[src/rtl/pkt_ibuf_pkg.sv]
package pkt_ibuf_pkg;
    typedef enum logic [0:0] {
        FILL_IDLE = 1'b0,
        FILL_BUSY = 1'b1
    } fill_state_e;
endpackage

[src/rtl/ibuf_tag.sv]
module ibuf_tag #(
    parameter int ADDR_W = 30,
    parameter int DEPTH  = 16,
    parameter int CNT_W  = $clog2(DEPTH + 1)
) (
    input  logic              clk,
    input  logic              rst_n,
    input  logic              fill_start,
    input  logic [ADDR_W-1:0] fill_addr,
    input  logic              wr_valid,
    input  logic              wr_last,
    input  logic              lk_valid,
    input  logic [ADDR_W-1:0] lk_addr,
    output logic              lk_hit,
    output logic              wr_en,
    output logic [CNT_W-1:0]  fill_cnt,
    output logic [CNT_W-1:0]  pkt_len,
    output logic              len_known
);
    import pkt_ibuf_pkg::*;

    typedef struct packed {
        logic              valid;
        logic [ADDR_W-1:0] tag;
        fill_state_e       state;
        logic [CNT_W-1:0]  cnt;
        logic [CNT_W-1:0]  len;
    } tag_st_t;

    tag_st_t st_d, st_q;

    always_comb begin
        st_d  = st_q;
        wr_en = (st_q.state == FILL_BUSY) && wr_valid && !fill_start;
        if (fill_start) begin
            st_d.valid = 1'b1;
            st_d.tag   = fill_addr;
            st_d.state = FILL_BUSY;
            st_d.cnt   = '0;
            st_d.len   = '0;
        end else if (wr_en) begin
            st_d.cnt = st_q.cnt + CNT_W'(1);
            if (wr_last || (st_q.cnt == CNT_W'(DEPTH - 1))) begin
                st_d.state = FILL_IDLE;
                st_d.len   = st_q.cnt + CNT_W'(1);
            end
        end
    end

    always_ff @(posedge clk) begin
        if (!rst_n) begin
            st_q <= '{valid: 1'b0, tag: '0, state: FILL_IDLE, cnt: '0, len: '0};
        end else begin
            st_q <= st_d;
        end
    end

    assign lk_hit    = lk_valid && st_q.valid && (st_q.tag == lk_addr);
    assign fill_cnt  = st_q.cnt;
    assign pkt_len   = st_q.len;
    assign len_known = (st_q.state == FILL_IDLE);

    // a fill pulse installs its address as the valid tag
    assert_fill_tag_R2: assert property (@(posedge clk) disable iff (!rst_n)
        fill_start |=> (st_q.valid && st_q.tag == $past(fill_addr)));

    // the marked beat fixes the length as its index plus one
    assert_len_capture_R3: assert property (@(posedge clk) disable iff (!rst_n)
        (wr_en && wr_last) |=> (len_known && pkt_len == $past(st_q.cnt) + CNT_W'(1)));

    // the write index never runs past the capacity
    assert_no_overflow_R8: assert property (@(posedge clk) disable iff (!rst_n)
        (st_q.state == FILL_BUSY) |-> (st_q.cnt < CNT_W'(DEPTH)));

    // a lookup never hits without a valid tag
    assert_hit_needs_tag_R1: assert property (@(posedge clk) disable iff (!rst_n)
        lk_hit |-> st_q.valid);
endmodule

[src/rtl/ibuf_store.sv]
module ibuf_store #(
    parameter int DEPTH   = 16,
    parameter int INSTR_W = 32,
    parameter int CNT_W   = $clog2(DEPTH + 1)
) (
    input  logic               clk,
    input  logic               rst_n,
    input  logic               wr_en,
    input  logic [CNT_W-1:0]   wr_idx,
    input  logic [INSTR_W-1:0] wr_data,
    input  logic [CNT_W-1:0]   rd_idx,
    output logic [INSTR_W-1:0] rd_data
);
    localparam int IDX_W = (DEPTH > 1) ? $clog2(DEPTH) : 1;

    logic [INSTR_W-1:0] mem_q [DEPTH];
    logic [INSTR_W-1:0] mem_d [DEPTH];

    for (genvar g = 0; g < DEPTH; g++) begin : g_entry
        always_comb begin
            mem_d[g] = mem_q[g];
            if (wr_en && (wr_idx == CNT_W'(g))) begin
                mem_d[g] = wr_data;
            end
        end

        always_ff @(posedge clk) begin
            if (!rst_n) begin
                mem_q[g] <= '0;
            end else begin
                mem_q[g] <= mem_d[g];
            end
        end
    end

    always_comb begin
        rd_data = '0;
        if (rd_idx < CNT_W'(DEPTH)) begin
            rd_data = mem_q[rd_idx[IDX_W-1:0]];
        end
    end
endmodule

[src/rtl/ibuf_reader.sv]
module ibuf_reader #(
    parameter int DEPTH = 16,
    parameter int CNT_W = $clog2(DEPTH + 1)
) (
    input  logic             clk,
    input  logic             rst_n,
    input  logic             start,
    input  logic             abort,
    input  logic [CNT_W-1:0] fill_cnt,
    input  logic [CNT_W-1:0] pkt_len,
    input  logic             len_known,
    input  logic             rd_ready,
    output logic             rd_valid,
    output logic             rd_eop,
    output logic [CNT_W-1:0] rd_idx
);
    typedef struct packed {
        logic             active;
        logic [CNT_W-1:0] ptr;
    } rd_st_t;

    rd_st_t st_d, st_q;

    always_comb begin
        rd_valid = st_q.active && (st_q.ptr < fill_cnt);
        rd_eop   = rd_valid && len_known && (st_q.ptr == pkt_len - CNT_W'(1));
        st_d     = st_q;
        if (abort) begin
            st_d.active = 1'b0;
            st_d.ptr    = '0;
        end else if (start) begin
            st_d.active = 1'b1;
            st_d.ptr    = '0;
        end else if (rd_valid && rd_ready) begin
            if (rd_eop) begin
                st_d.active = 1'b0;
            end else begin
                st_d.ptr = st_q.ptr + CNT_W'(1);
            end
        end
    end

    always_ff @(posedge clk) begin
        if (!rst_n) begin
            st_q <= '{active: 1'b0, ptr: '0};
        end else begin
            st_q <= st_d;
        end
    end

    assign rd_idx = st_q.ptr;

    // a hit restarts at entry 0
    assert_restart_R4: assert property (@(posedge clk) disable iff (!rst_n)
        (start && !abort) |=> (rd_idx == '0));

    // an accepted non-final entry advances by exactly one
    assert_step_R4: assert property (@(posedge clk) disable iff (!rst_n)
        (rd_valid && rd_ready && !rd_eop && !start && !abort)
        |=> (rd_idx == $past(rd_idx) + CNT_W'(1)));

    // accepting the final entry ends the read
    assert_eop_stop_R5: assert property (@(posedge clk) disable iff (!rst_n)
        (rd_valid && rd_ready && rd_eop && !start && !abort) |=> !rd_valid);

    // a fill pulse stops any read
    assert_abort_R9: assert property (@(posedge clk) disable iff (!rst_n)
        abort |=> !rd_valid);
endmodule

[src/rtl/pkt_ibuf.sv]
module pkt_ibuf #(
    parameter int ADDR_W  = 30,
    parameter int INSTR_W = 32,
    parameter int DEPTH   = 16
) (
    input  logic               clk,
    input  logic               rst_n,
    input  logic               fill_start,
    input  logic [ADDR_W-1:0]  fill_addr,
    input  logic               wr_valid,
    input  logic [INSTR_W-1:0] wr_data,
    input  logic               wr_last,
    input  logic               lk_valid,
    input  logic [ADDR_W-1:0]  lk_addr,
    output logic               lk_hit,
    input  logic               rd_ready,
    output logic               rd_valid,
    output logic [INSTR_W-1:0] rd_data,
    output logic               rd_eop
);
    localparam int CNT_W = $clog2(DEPTH + 1);

    logic             wr_en;
    logic [CNT_W-1:0] fill_cnt;
    logic [CNT_W-1:0] pkt_len;
    logic             len_known;
    logic [CNT_W-1:0] rd_idx;

    ibuf_tag #(.ADDR_W(ADDR_W), .DEPTH(DEPTH), .CNT_W(CNT_W)) i_tag (
        .clk       (clk),
        .rst_n     (rst_n),
        .fill_start(fill_start),
        .fill_addr (fill_addr),
        .wr_valid  (wr_valid),
        .wr_last   (wr_last),
        .lk_valid  (lk_valid),
        .lk_addr   (lk_addr),
        .lk_hit    (lk_hit),
        .wr_en     (wr_en),
        .fill_cnt  (fill_cnt),
        .pkt_len   (pkt_len),
        .len_known (len_known)
    );

    ibuf_store #(.DEPTH(DEPTH), .INSTR_W(INSTR_W), .CNT_W(CNT_W)) i_store (
        .clk    (clk),
        .rst_n  (rst_n),
        .wr_en  (wr_en),
        .wr_idx (fill_cnt),
        .wr_data(wr_data),
        .rd_idx (rd_idx),
        .rd_data(rd_data)
    );

    ibuf_reader #(.DEPTH(DEPTH), .CNT_W(CNT_W)) i_reader (
        .clk      (clk),
        .rst_n    (rst_n),
        .start    (lk_hit),
        .abort    (fill_start),
        .fill_cnt (fill_cnt),
        .pkt_len  (pkt_len),
        .len_known(len_known),
        .rd_ready (rd_ready),
        .rd_valid (rd_valid),
        .rd_eop   (rd_eop),
        .rd_idx   (rd_idx)
    );
endmodule

[config.mk]
export PLATFORM = sky130hd
export DESIGN_NAME = pkt_ibuf
export DESIGN_NICKNAME = d
export VERILOG_FILES = /design/src/rtl/pkt_ibuf_pkg.sv /design/src/rtl/ibuf_tag.sv /design/src/rtl/ibuf_store.sv /design/src/rtl/ibuf_reader.sv /design/src/rtl/pkt_ibuf.sv
export SDC_FILE = /design/constraint.sdc
export NUM_CORES = 1
export LEC_CHECK = 0
export BUFFER_PORTS_ARGS = -buffer_cell sky130_fd_sc_hd__buf_2
export CAP_MARGIN = 20
export CELL_PAD_IN_SITES_DETAIL_PLACEMENT = 1
export CELL_PAD_IN_SITES_GLOBAL_PLACEMENT = 2
export CORE_MARGIN = 2
export CORE_UTILIZATION = 47
export CTS_CLUSTER_SIZE = 8
export DETAILED_ROUTE_END_ITERATION = 8
export MAX_ROUTING_LAYER = met4
export PLACE_DENSITY = 0.93
export SYNTH_ARGS = -nofsm -noshare
export SYNTH_HDL_FRONTEND = slang
export SYNTH_HIERARCHICAL = 1
export SYNTH_SLANG_ARGS = --single-unit
export TNS_END_PERCENT = 50
[constraint.sdc]
create_clock -name clk -period 9.81 [get_ports clk]
set_clock_uncertainty 0.1 [all_clocks]
set_input_delay 2.4525 -clock clk [delete_from_list [all_inputs] [get_ports clk]]
set_output_delay 2.4525 -clock clk [all_outputs]
set_load 0.05 [all_outputs]
==> results of run 1 <==
worst max-delay path, delay by kind of cell:
kind | cells | cell delay [ps]
XOR/XNOR | 1 | 130
buffers and inverters | 2 | 500
AND/OR/NAND/NOR | 3 | 1270
how the worst max path moves through the flow:
stage / from / endpoint / slack, ps / cells after the start
after global placement: lk_addr[19] / lk_hit / 2850 / 6
after global routing: lk_addr[14] / lk_hit / 2710 / 6
after floorplan: lk_addr[25] / lk_hit / 2620 / 4
final: lk_addr[19] / lk_hit / 2900 / 6
after detailed placement: lk_addr[19] / lk_hit / 2830 / 6
after CTS: lk_addr[19] / lk_hit / 2820 / 6
placed cells by master, fill, tap and decap left out, drive strengths merged, types with 8 or more instances in the layout:
cell,count
mux4,11
mux2i,265
and2,514
nand2,64
xnor2,14
ha,8
nor2b,36
dfxtp,48
a221oi,11
inv,17
o21ai,43
xor2,26
clkbuf,89
o22ai,21
nor2,32
edfxtp,512
buf,174
nand3,8
a22oi,106
routing by layer:
metal	wire length (µm)	global-route usage	share of wire	vias up
met3	5240	0.0454	0.070	140
li1	-	-	-	7170
met5	0	-	0	-
met2	38100	0.465	0.51	636
met1	29600	0.328	0.39	8436
met4	2170	0.0930	0.029	0
state kept, by name (all words and copies together), names as in the netlist:
| register | flops |
|---|---|
| i_tag/st_q | 32 |
| i_reader/st_q | 1 |
| i_reader/rd_idx | 5 |
| i_tag/fill_cnt | 5 |
| i_store/mem_q | 512 |
| i_tag/pkt_len | 5 |
per-stage QoR:
stage                     hold slack [ps]  total power, mW  setup WS (ps)  std cells
after floorplan                       328             2.90           2620       1956
after global placement                335             3.00           2850       2711
after detailed placement              371             3.02           2830       2711
after CTS                             382             5.42           2820       2807
after global routing                  396             5.53           2710       2810
final                                 376             5.39           2900       2810
power by group:
| part | switching, mW | total (mW) | internal [mW] |
|---|---|---|---|
| Sequential | 0.0320 | 2.72 | 2.69 |
| Combinational | 0.177 | 0.251 | 0.0734 |
| Clock | 0.980 | 2.42 | 1.44 |
| Total | 1.19 | 5.39 | 4.20 |
cell families after synthesis:
kind of cell,after synthesis,share of synthesized area
AND/OR/NAND/NOR,692,0.157
flip-flops,560,0.624
multiplexers,276,0.111
AO/OA/AOI/OAI,201,0.0543
buffers and inverters,179,0.0366
XOR/XNOR,40,0.0134
adder cells (fa/ha/maj),8,0.00382
synth_stat cells, types with 3 or more instances:
| cell type | instances | area (µm²) |
|---|---|---|
| sky130_fd_sc_hd__nand4_1 | 5 | 31.3 |
| sky130_fd_sc_hd__mux4_2 | 11 | 248 |
| sky130_fd_sc_hd__o22ai_1 | 21 | 131 |
| sky130_fd_sc_hd__clkbuf_1 | 79 | 297 |
| sky130_fd_sc_hd__nand2_1 | 63 | 236 |
| sky130_fd_sc_hd__buf_4 | 23 | 173 |
| sky130_fd_sc_hd__nand3_1 | 8 | 40.0 |
| sky130_fd_sc_hd__clkbuf_4 | 4 | 30.0 |
| sky130_fd_sc_hd__a21oi_1 | 7 | 35.0 |
| sky130_fd_sc_hd__o21ai_1 | 23 | 115 |
| sky130_fd_sc_hd__buf_6 | 11 | 124 |
| sky130_fd_sc_hd__o21a_1 | 3 | 22.5 |
| sky130_fd_sc_hd__and2_1 | 514 | 3220 |
| sky130_fd_sc_hd__a22oi_1 | 106 | 796 |
| sky130_fd_sc_hd__edfxtp_1 | 512 | 15400 |
| sky130_fd_sc_hd__inv_1 | 12 | 45.0 |
| sky130_fd_sc_hd__xor2_1 | 26 | 228 |
| sky130_fd_sc_hd__dfxtp_1 | 48 | 961 |
| sky130_fd_sc_hd__nor3_1 | 3 | 15.0 |
| sky130_fd_sc_hd__nor2_1 | 32 | 120 |
| sky130_fd_sc_hd__o21ai_0 | 20 | 100 |
| sky130_fd_sc_hd__nand2b_1 | 6 | 37.5 |
| sky130_fd_sc_hd__buf_2 | 46 | 230 |
| sky130_fd_sc_hd__a211oi_1 | 4 | 30.0 |
| sky130_fd_sc_hd__ha_1 | 8 | 100 |
| sky130_fd_sc_hd__buf_8 | 4 | 60.1 |
| sky130_fd_sc_hd__nor2b_1 | 36 | 225 |
| sky130_fd_sc_hd__and3_1 | 4 | 25.0 |
| sky130_fd_sc_hd__xnor2_1 | 14 | 123 |
| sky130_fd_sc_hd__mux2i_1 | 265 | 2650 |
| sky130_fd_sc_hd__a221oi_1 | 11 | 96.3 |
| sky130_fd_sc_hd__nor4_1 | 6 | 37.5 |
final cells by class:
class	instances	area [µm²]	share of cell area
Clock buffer	89	2010	0.0682
Antenna cell	3	7.51	0.000254
Timing Repair Buffer	174	986	0.0334
Multi-Input combinational cell	1217	9140	0.309
Tap cell	748	936	0.0317
Inverter	12	45.0	0.00152
Clock inverter	7	87.6	0.00296
Sequential cell	560	16300	0.553
==> flow_metrics.env, run 1 <==
export IMPL_status="completed"
export IMPL_antenna_left=0
export IMPL_syn_cell_area_um2=26200
export IMPL_cap_violations=0
export IMPL_reg2reg_from="i_tag/st_q[10]"
export IMPL_grt_util_all_layers=0.272
export IMPL_r2r_cells=6
export IMPL_yosys_warnings=6
export IMPL_rows=86
export IMPL_part_of_the_yosys_area_used_for_sequential_elements=0.624
export IMPL_tritoncts="done"
export IMPL_clkTransAtPathRegs_ps=50
export IMPL_synth_cell_types=49
export IMPL_finish_net_count=2151
export IMPL_worst_setup_path_start_kind="input pin"
export IMPL_hold_path_end="i_tag/st_q[41]"
export IMPL_postSynthCellCount=1956
export IMPL_first_global_vias=17900
export IMPL_async_reset_ff_frac=0
export IMPL_proportion_of_layout_cells_with_a_drive_suffix_above_1=0.156
export IMPL_avgRoutedWirePerCell_um=26.7
export IMPL_maximum_number_of_pins_on_one_net_before_global_route_repair=113
export IMPL_timing_final_crit_period_ps=6910
export IMPL_place_gp_congestion=0.765
export IMPL_clock_latency_on_the_worst_skew_pair_ps=610
export IMPL_fmax_ghz=0.145
export IMPL_vdd_ir_drop_worst_v=0.000108
export IMPL_global_route_overflow_total=0
export IMPL_drt_vias_per_instance=5.83
export IMPL_detailroute_via_count=16400
export IMPL_port_buffer_count=133
export IMPL_min_path_type="reg -> reg"
export IMPL_cp_data_required_time_ps=7260
export IMPL_wire_length_of_the_first_global_routing_pass_um=112000
export IMPL_placed_cell_area_um2=27400
export IMPL_first_iter_violations=1232
export IMPL_start_util=0.475
export IMPL_slowest_stage="sky130_fd_sc_hd__nor4_1"
export IMPL_finalHoldViolations=0
export IMPL_final_setup_tns_ps=0
export IMPL_cts_post_setup_buffers_inserted=0
export IMPL_power_density_nw_per_um2=182
export IMPL_crit_path_max_incr_delay_ps=670
export IMPL_worstMarginPinSlew_ps=1130
export IMPL_design_die_area_um2=57600
export IMPL_max_slew_margin=0.248
export IMPL_final_core_util=0.537
export IMPL_timing_final_max_slew_violations=0
export IMPL_grt_setup_unrepaired="false"
export IMPL_detailedPlacementHpwl_um=40700
export IMPL_setup_violations=0
export IMPL_clock_path_buffers=3
export IMPL_synth_ff_latch_count=560
export IMPL_timing_worst_setup_path_type="in -> out"
export IMPL_r2r_setup_slack_ps=6440
export IMPL_worstReg2RegEnd="i_store/mem_q[2][24]"
export IMPL_cts_buffers_inserted=79
export IMPL_synth_avg_cell_area_um2=13.4
export IMPL_synth_edff_count=512
export IMPL_yosys_most_used_dff="sky130_fd_sc_hd__edfxtp_1"
export IMPL_ctsResizeCount=0
export IMPL_postCtsHoldBufs=0
export IMPL_die_span_in_y_um=240
export IMPL_totalWireLength_um=75100
export IMPL_worstHoldStart="i_tag/st_q[41]"
export IMPL_drt_pass1_iterations=6
export IMPL_clk_root_buffer_cell="sky130_fd_sc_hd__clkbuf_16"
export IMPL_path_max_fanout=4
export IMPL_fin_area_um2=29600
export IMPL_syn2layout_area_growth_pct=12.9
export IMPL_hold_depth=1
export IMPL_fillerInstances=5459
export IMPL_antenna_found_initial=4
export IMPL_leakagePower_nw=10.5
export IMPL_timing_critical_path_to_type="primary output"
export IMPL_timing_critical_path_arrival_ps=4360
export IMPL_floorplan_die_width_um=240
export IMPL_fp_coreArea_um2=55100
export IMPL_io_pins=134
export IMPL_clock_tree_htree_level_count=3
export IMPL_final_routed_drc_violation_total=0
export IMPL_min_period_over_period=0.704
export IMPL_clock_sinks=560
export IMPL_synth_nets=2063
export IMPL_list_of_cells_traversed_by_the_critical_path="buf_2, xor2_1, nor4_1, nand4_1, nor4_1, buf_2"
Note: power is estimated with default switching activity, not from simulation.
==> run 2, diff against run 1 <==
- ABC_AREA: not set -> 1
- CORE_UTILIZATION: 47 -> 35
- PLACE_DENSITY: 0.93 -> 0.85
- clock period: 9.81 -> 5.55 ns (I/O delays scaled with it)
==> run 2 against run 1 <==
  * Cell count increased by 53%
  * Via count increased by 33%
  * Sequential share of layout area decreased by 2.8 points
  * Setup slack got worse by 2200 ps
  * Global-route usage decreased by 4.0 points
  * Critical path depth increased by 2
  * Routed wire length increased by 19%
  * Combinational power increased by 120%
  * Count of clock-buffer cells in the layout increased by 20
  * Hold slack got worse by 3.7 ps
  * First-iteration DRC count increased by 35%
  * Total power increased by 82%
==> flow_metrics.env, run 2 <==
export IMPL_r2r_setup_slack_ps=2630
export IMPL_final_cell_mix="sky130_fd_sc_hd__nand2_1 (905), sky130_fd_sc_hd__nor2_1 (569), sky130_fd_sc_hd__edfxtp_1 (512)"
export IMPL_timing_critical_path_arrival_ps=3370
export IMPL_top_register="i_store/mem_q"
export IMPL_async_reset_ff_frac=0
export IMPL_floorplan_die_width_um=282
export IMPL_hold_path_end="i_tag/st_q[27]"
export IMPL_final_setup_tns_ps=0
export IMPL_cts_buffers_inserted=80
export IMPL_netlist_top_cells_count="sky130_fd_sc_hd__nand2_1 (921), sky130_fd_sc_hd__nor2_1 (569), sky130_fd_sc_hd__edfxtp_1 (512)"
export IMPL_largest_reg_flops=512
export IMPL_final_routed_drc_violation_total=0
export IMPL_worstHoldStart="i_tag/st_q[27]"
export IMPL_totalWireLength_um=89400
export IMPL_min_period_over_period=0.875
export IMPL_grt_util_all_layers=0.232
export IMPL_yosys_most_used_dff="sky130_fd_sc_hd__edfxtp_1"
export IMPL_first_global_vias=22300
export IMPL_finish_net_count=3335
export IMPL_max_slew_margin=0.433
export IMPL_most_common_cell_after_layout_fill_and_taps_aside="sky130_fd_sc_hd__nand2_1"
export IMPL_share_seq_of_total_power=0.488
export IMPL_grt_setup_unrepaired="false"
export IMPL_largest_cells_by_area_after_synthesis="sky130_fd_sc_hd__edfxtp_1 (57%), sky130_fd_sc_hd__nand2_1 (13%), sky130_fd_sc_hd__nor2_1 (7.9%)"
export IMPL_tritoncts="done"
export IMPL_top_regs="i_store/mem_q (512), i_tag/st_q (32)"
export IMPL_worst_setup_path_start_kind="flip-flop"
export IMPL_synth_ff_latch_count=560
export IMPL_drt_pass1_iterations=5
export IMPL_rows=102
export IMPL_timing_worst_setup_path_type="reg -> out"
export IMPL_antenna_found_initial=6
export IMPL_place_gp_congestion=0.761
export IMPL_finalPower_mw=9.83
export IMPL_r2r_cells=10
export IMPL_timing_final_max_slew_violations=0
export IMPL_postCtsHoldBufs=0
export IMPL_cap_violations=0
export IMPL_worstReg2RegEnd="i_store/mem_q[11][12]"
export IMPL_syn_cell_area_um2=27100
export IMPL_share_clk_of_total_power=0.456
export IMPL_path_max_fanout=58
export IMPL_setup_violations=0
export IMPL_p_int_mw=7.59
export IMPL_synth_nets=3268
export IMPL_worstMarginPinSlew_ps=851
export IMPL_power_density_nw_per_um2=316
export IMPL_die_span_in_y_um=282
export IMPL_proportion_of_layout_cells_with_a_drive_suffix_above_1=0.108
export IMPL_post_synth_top_area_cell="sky130_fd_sc_hd__edfxtp_1"
export IMPL_clock_tree_htree_level_count=3
export IMPL_comb_power_share=0.056
export IMPL_wire_length_of_the_first_global_routing_pass_um=135000
export IMPL_postSynthCellCount=3161
export IMPL_design_die_area_um2=79700
export IMPL_numPlacedInstances=4186
export IMPL_maximum_number_of_pins_on_one_net_before_global_route_repair=119
export IMPL_io_pins=134
export IMPL_netSwitchingPower_mw=2.24
export IMPL_fp_coreArea_um2=77100
export IMPL_antenna_left=0
export IMPL_detailedPlacementHpwl_um=50800
export IMPL_avgRoutedWirePerCell_um=20.8
export IMPL_switching_share=0.228
export IMPL_min_path_type="reg -> reg"
export IMPL_vdd_ir_drop_worst_v=0.000200
export IMPL_yosys_cell_count_top_type="sky130_fd_sc_hd__nand2_1"
export IMPL_global_route_overflow_total=0
export IMPL_clock_path_buffers=3
export IMPL_cts_post_setup_buffers_inserted=0
export IMPL_post_synth_top_area_fraction=0.567
export IMPL_status="completed"
export IMPL_synth_cell_types=37
export IMPL_clkTransAtPathRegs_ps=50
export IMPL_first_iter_violations=1667
export IMPL_synth_edff_count=512
export IMPL_drt_vias_per_instance=5.07
export IMPL_part_of_the_yosys_area_used_for_sequential_elements=0.602
export IMPL_clock_latency_on_the_worst_skew_pair_ps=620
export IMPL_fmax_ghz=0.206
export IMPL_clk_root_buffer_cell="sky130_fd_sc_hd__clkbuf_16"
export IMPL_syn2layout_area_growth_pct=14.8
export IMPL_leakagePower_nw=13.7
export IMPL_layout_cells_non_filler=4305
export IMPL_timing_critical_path_to_type="primary output"
export IMPL_port_buffer_count=133
export IMPL_reg2reg_from="i_tag/st_q[10]"
export IMPL_clock_sinks=560
export IMPL_synth_avg_cell_area_um2=8.58
export IMPL_timing_final_crit_period_ps=4860
export IMPL_final_core_util=0.404
export IMPL_cp_data_required_time_ps=4060
export IMPL_start_util=0.352
export IMPL_ctsResizeCount=0
export IMPL_detailroute_via_count=21800
export IMPL_finalHoldViolations=0
export IMPL_yosys_warnings=6
export IMPL_hold_depth=2
-- run 2: cell types whose count changed in the layout (fill, tap and decap cells not counted), moves of 20 or more --
cell | before | now
sky130_fd_sc_hd__o21ai_0 | 4 | 40
sky130_fd_sc_hd__nor2b_1 | 34 | 0
sky130_fd_sc_hd__o22ai_1 | 21 | 0
sky130_fd_sc_hd__nand2_1 | 63 | 905
sky130_fd_sc_hd__buf_4 | 40 | 61
sky130_fd_sc_hd__nand2_2 | 0 | 20
sky130_fd_sc_hd__inv_1 | 12 | 370
sky130_fd_sc_hd__xor2_1 | 26 | 6
sky130_fd_sc_hd__mux2i_1 | 265 | 0
sky130_fd_sc_hd__a22oi_1 | 106 | 0
sky130_fd_sc_hd__a21oi_1 | 7 | 65
sky130_fd_sc_hd__nor2_1 | 15 | 569
sky130_fd_sc_hd__and2_1 | 513 | 1
sky130_fd_sc_hd__nand3_1 | 8 | 342
-- run 2: kinds of logic (layout without fill, tap and decap cells) --
family                     Yosys count  count (layout)  share of synthesized area
AOI/OAI and AO/OA                  114             114                     0.0220
xor gates and xnor gates             9               9                    0.00291
adders and majority gates            8               8                    0.00369
buffers and inverters              598             695                     0.0871
DFF                                560             560                      0.602
other                                0               7                          0
and+or+nand+nor                   1872            1872                      0.282
-- run 2: metal layers --
metal,global-route usage,vias to the layer above,wire length (µm)
met4,0.0648,0,1870
met1,0.298,10900,39000
met3,0.0367,130,5700
met5,-,-,0
met2,0.380,650,42800
li1,-,10100,-
-- run 2: layout make-up --
type                            instances  area (µm²)
Multi-Input combinational cell       2003        8510
Clock inverter                          3        30.0
Tap cell                             1040        1300
Fill cell                            9059       46000
Sequential cell                       560       16300
Timing Repair Buffer                  202        1280
Clock buffer                          109        2200
Antenna cell                            7        17.5
Inverter                              381        1450
-- run 2: how the worst max path moves through the flow --
stage                             from     endpoint
floorplan                  lk_addr[15]       lk_hit
global placement           lk_addr[13]       lk_hit
detailed placement          lk_addr[5]       lk_hit
CTS                 i_reader/rd_idx[0]  rd_data[25]
global route        i_reader/rd_idx[0]  rd_data[25]
finish              i_reader/rd_idx[0]  rd_data[25]
-- run 2: worst max-delay path: stages, from the launching register on --
cell and delay [ps]:
sky130_fd_sc_hd__dfxtp_4 770, sky130_fd_sc_hd__buf_4 680, sky130_fd_sc_hd__nand2_1 130, sky130_fd_sc_hd__nand2_1 100, sky130_fd_sc_hd__nand2_1 50, sky130_fd_sc_hd__nand3_1 110
sky130_fd_sc_hd__nand3_1 80, sky130_fd_sc_hd__a21oi_1 400, sky130_fd_sc_hd__buf_2 350
-- run 2: metrics by stage --
stage | instance area (µm²) | worst slack (ps) | hold WS [ps]
global placement | 28900 | 1390 | 358
floorplan | 27100 | 1580 | 334
finish | 31100 | 693 | 372
detailed placement | 28900 | 1380 | 365
CTS | 31100 | 707 | 374
global route | 31100 | 575 | 403
-- run 2: power groups by stage --
stage	logic, mW	clock network (mW)	registers (mW)
after detailed placement	0.550	0	4.88
after CTS	0.554	4.58	4.80
final	0.548	4.49	4.80
after global placement	0.538	0	4.87
after floorplan	0.331	0	4.87
after global routing	0.604	4.74	4.81
